[src/rtl/rheo_pkg.sv]
package rheo_pkg;

    typedef enum logic [3:0] {
        CMD_NOP      = 4'd0,
        CMD_WR_WIPER = 4'd1,
        CMD_RD_WIPER = 4'd2,
        CMD_STORE    = 4'd3,
        CMD_REFRESH  = 4'd4,
        CMD_RD_MEM   = 4'd5,
        CMD_RD_LAST  = 4'd6,
        CMD_WR_CTRL  = 4'd7,
        CMD_RD_CTRL  = 4'd8,
        CMD_SHDN     = 4'd9
    } cmd_e;

    typedef enum logic [1:0] {
        ST_IDLE         = 2'd0,
        ST_RESTORE_WAIT = 2'd1,
        ST_MEMRD_WAIT   = 2'd2,
        ST_ADDRRD_WAIT  = 2'd3
    } seq_e;

endpackage

[src/rtl/rheo_decode.sv]
module rheo_decode
    import rheo_pkg::*;
#(
    parameter int DW = 10
) (
    input  logic [DW+5:0] frame,
    output cmd_e          cmd,
    output logic [DW-1:0] data
);
    localparam int CMD_LSB = DW;

    logic [3:0] code;
    logic [1:0] rsvd;

    assign code = frame[CMD_LSB +: 4];
    assign rsvd = frame[CMD_LSB+4 +: 2];
    assign data = frame[DW-1:0];

    always_comb begin
        cmd = CMD_NOP;
        if (rsvd == 2'b00) begin
            case (code)
                4'd1:    cmd = CMD_WR_WIPER;
                4'd2:    cmd = CMD_RD_WIPER;
                4'd3:    cmd = CMD_STORE;
                4'd4:    cmd = CMD_REFRESH;
                4'd5:    cmd = CMD_RD_MEM;
                4'd6:    cmd = CMD_RD_LAST;
                4'd7:    cmd = CMD_WR_CTRL;
                4'd8:    cmd = CMD_RD_CTRL;
                4'd9:    cmd = CMD_SHDN;
                default: cmd = CMD_NOP;
            endcase
        end
    end
endmodule

[src/rtl/rheo_seq.sv]
module rheo_seq
    import rheo_pkg::*;
(
    input  logic clk,
    input  logic rst_n,
    input  logic word_vld,
    input  cmd_e cmd,
    input  logic mem_busy,
    input  logic mem_rvld,
    output logic idle,
    output logic done_restore,
    output logic done_memrd,
    output logic done_addrrd
);
    seq_e state, state_nx;

    always_ff @(posedge clk or negedge rst_n) begin
        if (!rst_n) state <= ST_IDLE;
        else        state <= state_nx;
    end

    always_comb begin
        state_nx = state;
        unique case (state)
            ST_IDLE: begin
                if (word_vld && !mem_busy) begin
                    if (cmd == CMD_REFRESH)      state_nx = ST_RESTORE_WAIT;
                    else if (cmd == CMD_RD_MEM)  state_nx = ST_MEMRD_WAIT;
                    else if (cmd == CMD_RD_LAST) state_nx = ST_ADDRRD_WAIT;
                end
            end
            ST_RESTORE_WAIT, ST_MEMRD_WAIT, ST_ADDRRD_WAIT:
                if (mem_rvld) state_nx = ST_IDLE;
        endcase
    end

    always_comb begin
        idle         = (state == ST_IDLE);
        done_restore = (state == ST_RESTORE_WAIT) && mem_rvld;
        done_memrd   = (state == ST_MEMRD_WAIT)   && mem_rvld;
        done_addrrd  = (state == ST_ADDRRD_WAIT)  && mem_rvld;
    end
endmodule

[src/rtl/rheo_ctrl.sv]
module rheo_ctrl
    import rheo_pkg::*;
#(
    parameter int DW  = 10,
    parameter int AW  = 6,
    parameter int MID = 512
) (
    input  logic          clk,
    input  logic          rst_n,
    input  logic          word_vld,
    input  logic [DW+5:0] word_in,
    input  logic          mem_busy,
    input  logic          mem_prog_ok,
    input  logic          mem_rvld,
    input  logic [DW-1:0] mem_rdata,
    output logic [DW-1:0] wiper,
    output logic          shutdown,
    output logic [DW+5:0] resp_word,
    output logic          store_req,
    output logic          restore_req,
    output logic          read_req,
    output logic [AW-1:0] read_addr,
    output logic          lastaddr_req
);
    localparam int WORD_W = DW + 6;

    cmd_e          cmd;
    logic [DW-1:0] data;
    logic          idle, done_restore, done_memrd, done_addrrd;
    logic          accept, open_gate;
    logic          ctl_prog_en, ctl_wr_en, ctl_prog_ok;

    rheo_decode #(.DW(DW)) u_dec (
        .frame (word_in),
        .cmd   (cmd),
        .data  (data)
    );

    rheo_seq u_seq (
        .clk          (clk),
        .rst_n        (rst_n),
        .word_vld     (word_vld),
        .cmd          (cmd),
        .mem_busy     (mem_busy),
        .mem_rvld     (mem_rvld),
        .idle         (idle),
        .done_restore (done_restore),
        .done_memrd   (done_memrd),
        .done_addrrd  (done_addrrd)
    );

    assign accept    = word_vld && idle;
    assign open_gate = !mem_busy;

    always_ff @(posedge clk or negedge rst_n) begin
        if (!rst_n) begin
            wiper        <= DW'(MID);
            shutdown     <= 1'b0;
            resp_word    <= '0;
            store_req    <= 1'b0;
            restore_req  <= 1'b0;
            read_req     <= 1'b0;
            read_addr    <= '0;
            lastaddr_req <= 1'b0;
            ctl_prog_en  <= 1'b0;
            ctl_wr_en    <= 1'b0;
            ctl_prog_ok  <= 1'b0;
        end else begin
            store_req    <= 1'b0;
            restore_req  <= 1'b0;
            read_req     <= 1'b0;
            lastaddr_req <= 1'b0;
            if (mem_prog_ok) ctl_prog_ok <= 1'b1;
            if (accept) begin
                resp_word <= '0;
                unique case (cmd)
                    CMD_WR_WIPER: if (open_gate && ctl_wr_en) wiper <= data;
                    CMD_RD_WIPER: resp_word <= WORD_W'(wiper);
                    CMD_STORE:    if (open_gate && ctl_prog_en) store_req <= 1'b1;
                    CMD_REFRESH: if (open_gate) begin
                        restore_req <= 1'b1;
                        shutdown    <= 1'b0;
                    end
                    CMD_RD_MEM: if (open_gate) begin
                        read_req  <= 1'b1;
                        read_addr <= data[AW-1:0];
                    end
                    CMD_RD_LAST:  if (open_gate) lastaddr_req <= 1'b1;
                    CMD_WR_CTRL: if (open_gate) begin
                        ctl_prog_en <= data[0];
                        ctl_wr_en   <= data[1];
                    end
                    CMD_RD_CTRL:
                        resp_word <= WORD_W'({ctl_prog_ok, 1'b0, ctl_wr_en, ctl_prog_en});
                    CMD_SHDN:     if (open_gate) shutdown <= data[0];
                    CMD_NOP: ;
                endcase
            end
            if (done_restore) wiper     <= mem_rdata;
            if (done_memrd)   resp_word <= WORD_W'(mem_rdata);
            if (done_addrrd)  resp_word <= WORD_W'(mem_rdata[AW-1:0]);
        end
    end
endmodule

[config.mk]
export PLATFORM = sky130hd
export DESIGN_NAME = rheo_ctrl
export DESIGN_NICKNAME = d
export VERILOG_FILES = /design/src/rtl/rheo_pkg.sv /design/src/rtl/rheo_decode.sv /design/src/rtl/rheo_seq.sv /design/src/rtl/rheo_ctrl.sv
export SDC_FILE = /design/constraint.sdc
export NUM_CORES = 1
export LEC_CHECK = 0
export ABC_CLOCK_PERIOD_IN_PS = 1600
export BUFFER_PORTS_ARGS = -buffer_cell sky130_fd_sc_hd__buf_2
export CAP_MARGIN = 0
export CORE_MARGIN = 10
export CORE_UTILIZATION = 47
export CTS_BUF_LIST = sky130_fd_sc_hd__clkbuf_8
export DETAILED_ROUTE_END_ITERATION = 16
export GPL_TIMING_DRIVEN = 0
export PLACE_DENSITY = 0.79
export SLEW_MARGIN = 10
export SYNTH_ARGS = -nofsm -noshare
export SYNTH_HDL_FRONTEND = slang
export SYNTH_HIERARCHICAL = 1
export SYNTH_SLANG_ARGS = --single-unit
[constraint.sdc]
create_clock -name clk -period 1.6 [get_ports clk]
set_input_delay 0.16 -clock clk [delete_from_list [all_inputs] [get_ports clk]]
set_output_delay 0.16 -clock clk [all_outputs]
set_load 0.02 [all_outputs]
==> flow_summary_export.csv <==
group,metric,value,unit
worst_hold_path,holdCritPathClass,"input port to flop",
critical_path,crit_chain,"nor2_4, buf_4, nand4bb_1, clkbuf_2, o21ai_0, a31oi_1",
grt,grt.total_usage,0.148,
yosys,yosys_warnings,6,
clock_tree,clk_path_buf_depth,2,
critical_path,slowest_stage,"dfrtp_2",
yosys,synth-seq-cells,36,
critical_path,crit_start,"u_seq/state[1]",
grt,grt_overflow_total,0,
sta,fin_crit_sh,0.995,
sta,timing.slew.headroom,0.457,
sta,period_minus_slack,1590,ps
job,cap_violations,0,
sta,tns,0,ps
clock_tree,cts-root-buf,"clkbuf_8",
clock_tree,cts.clk_slew.worst_paths,80,ps
critical_path,crit_path_end_kind,"flop",
yosys,ys_top_cells_by_area,"dfrtp_1, buf_4, mux2_4",
pwr,p_int,1.69,mW
floorplanning,design.core.area,4060,sq um
placement,globalplace.congestion,0.828,
pwr,swShare,0.312,
pwr,switching_power,767,uW
route,wl,5.53,mm
yosys,async_flop_share,1.00,
yosys,synth_fa_ha_area_frac,0,
critical_path,r2r-start,"u_seq/state[1]",
route,via_per_inst,5.52,
layout,drive_gt1_frac,0.393,
yosys,synth_top_family_by_area,"simple AND/OR/NAND/NOR gates",
sta,drv_slew,0,
yosys,synth_top_area_frac,0.441,
route,firstDrtPassIters,4,
yosys,synthMuxAreaShare,0.0618,
route,vias,1778,
grt,grt_antenna_before_repair,0,
layout,utilization,0.624,
sta,hold_slack,49.8,ps
pwr,seq_power_share,0.445,
yosys,synthSimpleGateAreaFrac,0.234,
sta,setup_viol,0,
floorplanning,std_cell_rows,23,
pwr,peakVddDrop,0.521,mV
yosys,avgSynthCellArea,9.88,sq um
route,detail_route.wl_per_cell,17.2,um
pwr,power_density,968,nW/um^2
sta,skew,5.79,ps
layout,final_nets,303,
floorplanning,fp.dieW,85,um
clock_tree,cts_buffers,5,
critical_path,crit_arrival,1750,ps
yosys,yosysSeqAreaShare,0.454,
yosys,synth_xor_area_frac,0.00441,
route,drt_iter0_markers,109,
placement,io_buffer_count,52,
grt,grt_pass1_wl,8.79,mm
sta,clock.fmax,628,MHz
yosys,synth_compound_area_frac,0.142,
yosys,netlist_instances,201,
critical_path,startpoint_type,"flop",
yosys,synth_area_leader_cell,"dfrtp_1",
yosys,synth_edf_count,0,
run_status,outcome,"complete, no violations",
floorplanning,fp.dieH,85,um
sta,final_hold_viol_count,0,
clock_tree,htree_num_levels,2,
route,drc,0,
layout,num_antenna_cells,0,
floorplanning,dieArea,7230,sq um
pwr,p_comb_frac,0.216,
yosys,syn-cell-area,1990,sq um
layout,fill_cells,359,
pwr,clock_power_share,0.339,
yosys,synth_cell_type_count,42,
pwr,power_leakage,1.27,nW
critical_path,worst-endpoint-required,1750,ps
placement,place_hpwl,3.94,mm
route,ant_nets,0,
grt,first_global_vias,1788,
critical_path,path_max_fanout,10,
worst_hold_path,min_from,"mem_prog_ok",
grt,grt_max_degree,37,
critical_path,slowest_delay,450,ps
clock_tree,insertion_delay,300,ps
clock_tree,cts_sinks,36,
sta,worst_pin_slew,815,ps
yosys,synth_flop_cell,"dfrtp_1",
critical_path,crit_type,"flop to flop",
floorplanning,ios,69,
layout,area_growth,27.6,%
floorplanning,initial_core_util,0.489,
clock_tree,cts_tree,"done",
-- synth_stat cells (4+ instances only) --
| cell type | count |
|---|---|
| mux2_4 | 6 |
| o21ai_0 | 11 |
| nor2_1 | 22 |
| a21oi_1 | 7 |
| dfrtp_1 | 35 |
| a221oi_1 | 4 |
| nand3_1 | 14 |
| and3b_1 | 6 |
| a31oi_1 | 13 |
| nand2_1 | 7 |
| clkbuf_1 | 7 |
| buf_4 | 17 |
| inv_1 | 6 |
-- registers in the layout, indices dropped and copies added (netlist names) --
name and flops:
resp_word 10, lastaddr_req 1, ctl_prog_en 1, ctl_wr_en 1
read_req 1, u_seq/state 2, wiper 10, read_addr 6
ctl_prog_ok 1, shutdown 1, restore_req 1, store_req 1
-- cell type report --
type,count,area (sq um),share of cell area
Buffer,28,193,0.0760
Timing Repair Buffer,58,320,0.126
Tap cell,50,62.6,0.0247
Sequential cell,36,905,0.357
Clock buffer,5,68.8,0.0272
Clock inverter,3,46.3,0.0183
Inverter,6,22.5,0.00889
Multi-Input combinational cell,136,916,0.361
-- metrics by stage --
step | setup WS (ps) | power, mW | area [sq um] | cells
after CTS | 19.5 | 2.46 | 2500 | 319
after global routing | -69.1 | 2.57 | 2530 | 322
after global placement | -270 | 1.61 | 2330 | 308
after detailed placement | -307 | 1.62 | 2330 | 308
final | 7.23 | 2.45 | 2530 | 322
after floorplan | 7.28 | 1.41 | 2010 | 206
-- what timing repair did --
action                                 4_1_cts  5_1_grt
setup endpoints to repair                   25       26
pin swaps                                    2        2
hold buffers                                 1        0
endpoints found under the hold margin       35        0
setup buffers                                2        3
resized for setup                            6        8
-- routing by layer --
layer	GRT usage	vias to the layer above	share of wire	routed length [um]
met5	0	-	0	0
met1	0.160	852	0.41	2250
li1	-	845	-	-
met4	0.0524	0	0.026	142
met2	0.253	68	0.48	2670
met3	0.0612	13	0.085	471
-- cells in the final DEF, fill, tap and decap left out, types with 4 or more instances in the layout --
cell and n:
inv_1 6, clkbuf_1 5, nor2_1 20, o21ai_0 10
and3b_1 6, a21oi_1 7, conb_1 6, buf_4 20
nand2_1 7, a31oi_1 13, a221oi_1 4, buf_2 54
o21ai_1 4, clkbuf_8 5, dfrtp_1 33, mux2_4 6
nand3_1 14
-- logic make-up after synthesis --
logic type / count (synthesis)
xor+xnor: 1
flops: 36
other cells: 1
compound gates: 44
simple gates: 76
mux: 9
buf+inv: 34
-- path summary, 6_finish.rpt --
check                      slack, ps             end  depth (start not counted)
max                                7        wiper[8]                          6
min                               50     ctl_prog_ok                          2
max reg2reg                        7        wiper[8]                          6
min reg2reg                      490     ctl_prog_ok                          1
max in group asynchronous        540  u_seq/state[1]                          2
min in group asynchronous        490     ctl_prog_en                          2
-- power groups by stage --
stage	Sequential, mW	Combinational [mW]	Clock [mW]
2_1_floorplan	1.21	0.197	0
3_3_place_gp	1.10	0.508	0
3_5_place_dp	1.10	0.518	0
4_1_cts	1.08	0.528	0.847
5_1_grt	1.10	0.578	0.885
6_report	1.09	0.530	0.833
-- worst max-delay path, delay by kind of cell (launching register included) --
family | cells | cell delay [ps]
AO/OA/AOI/OAI | 2 | 370
buffers and inverters | 2 | 350
flip-flops | 1 | 450
AND/OR/NAND/NOR | 2 | 280
Note: power is estimated with default switching activity, not from simulation.
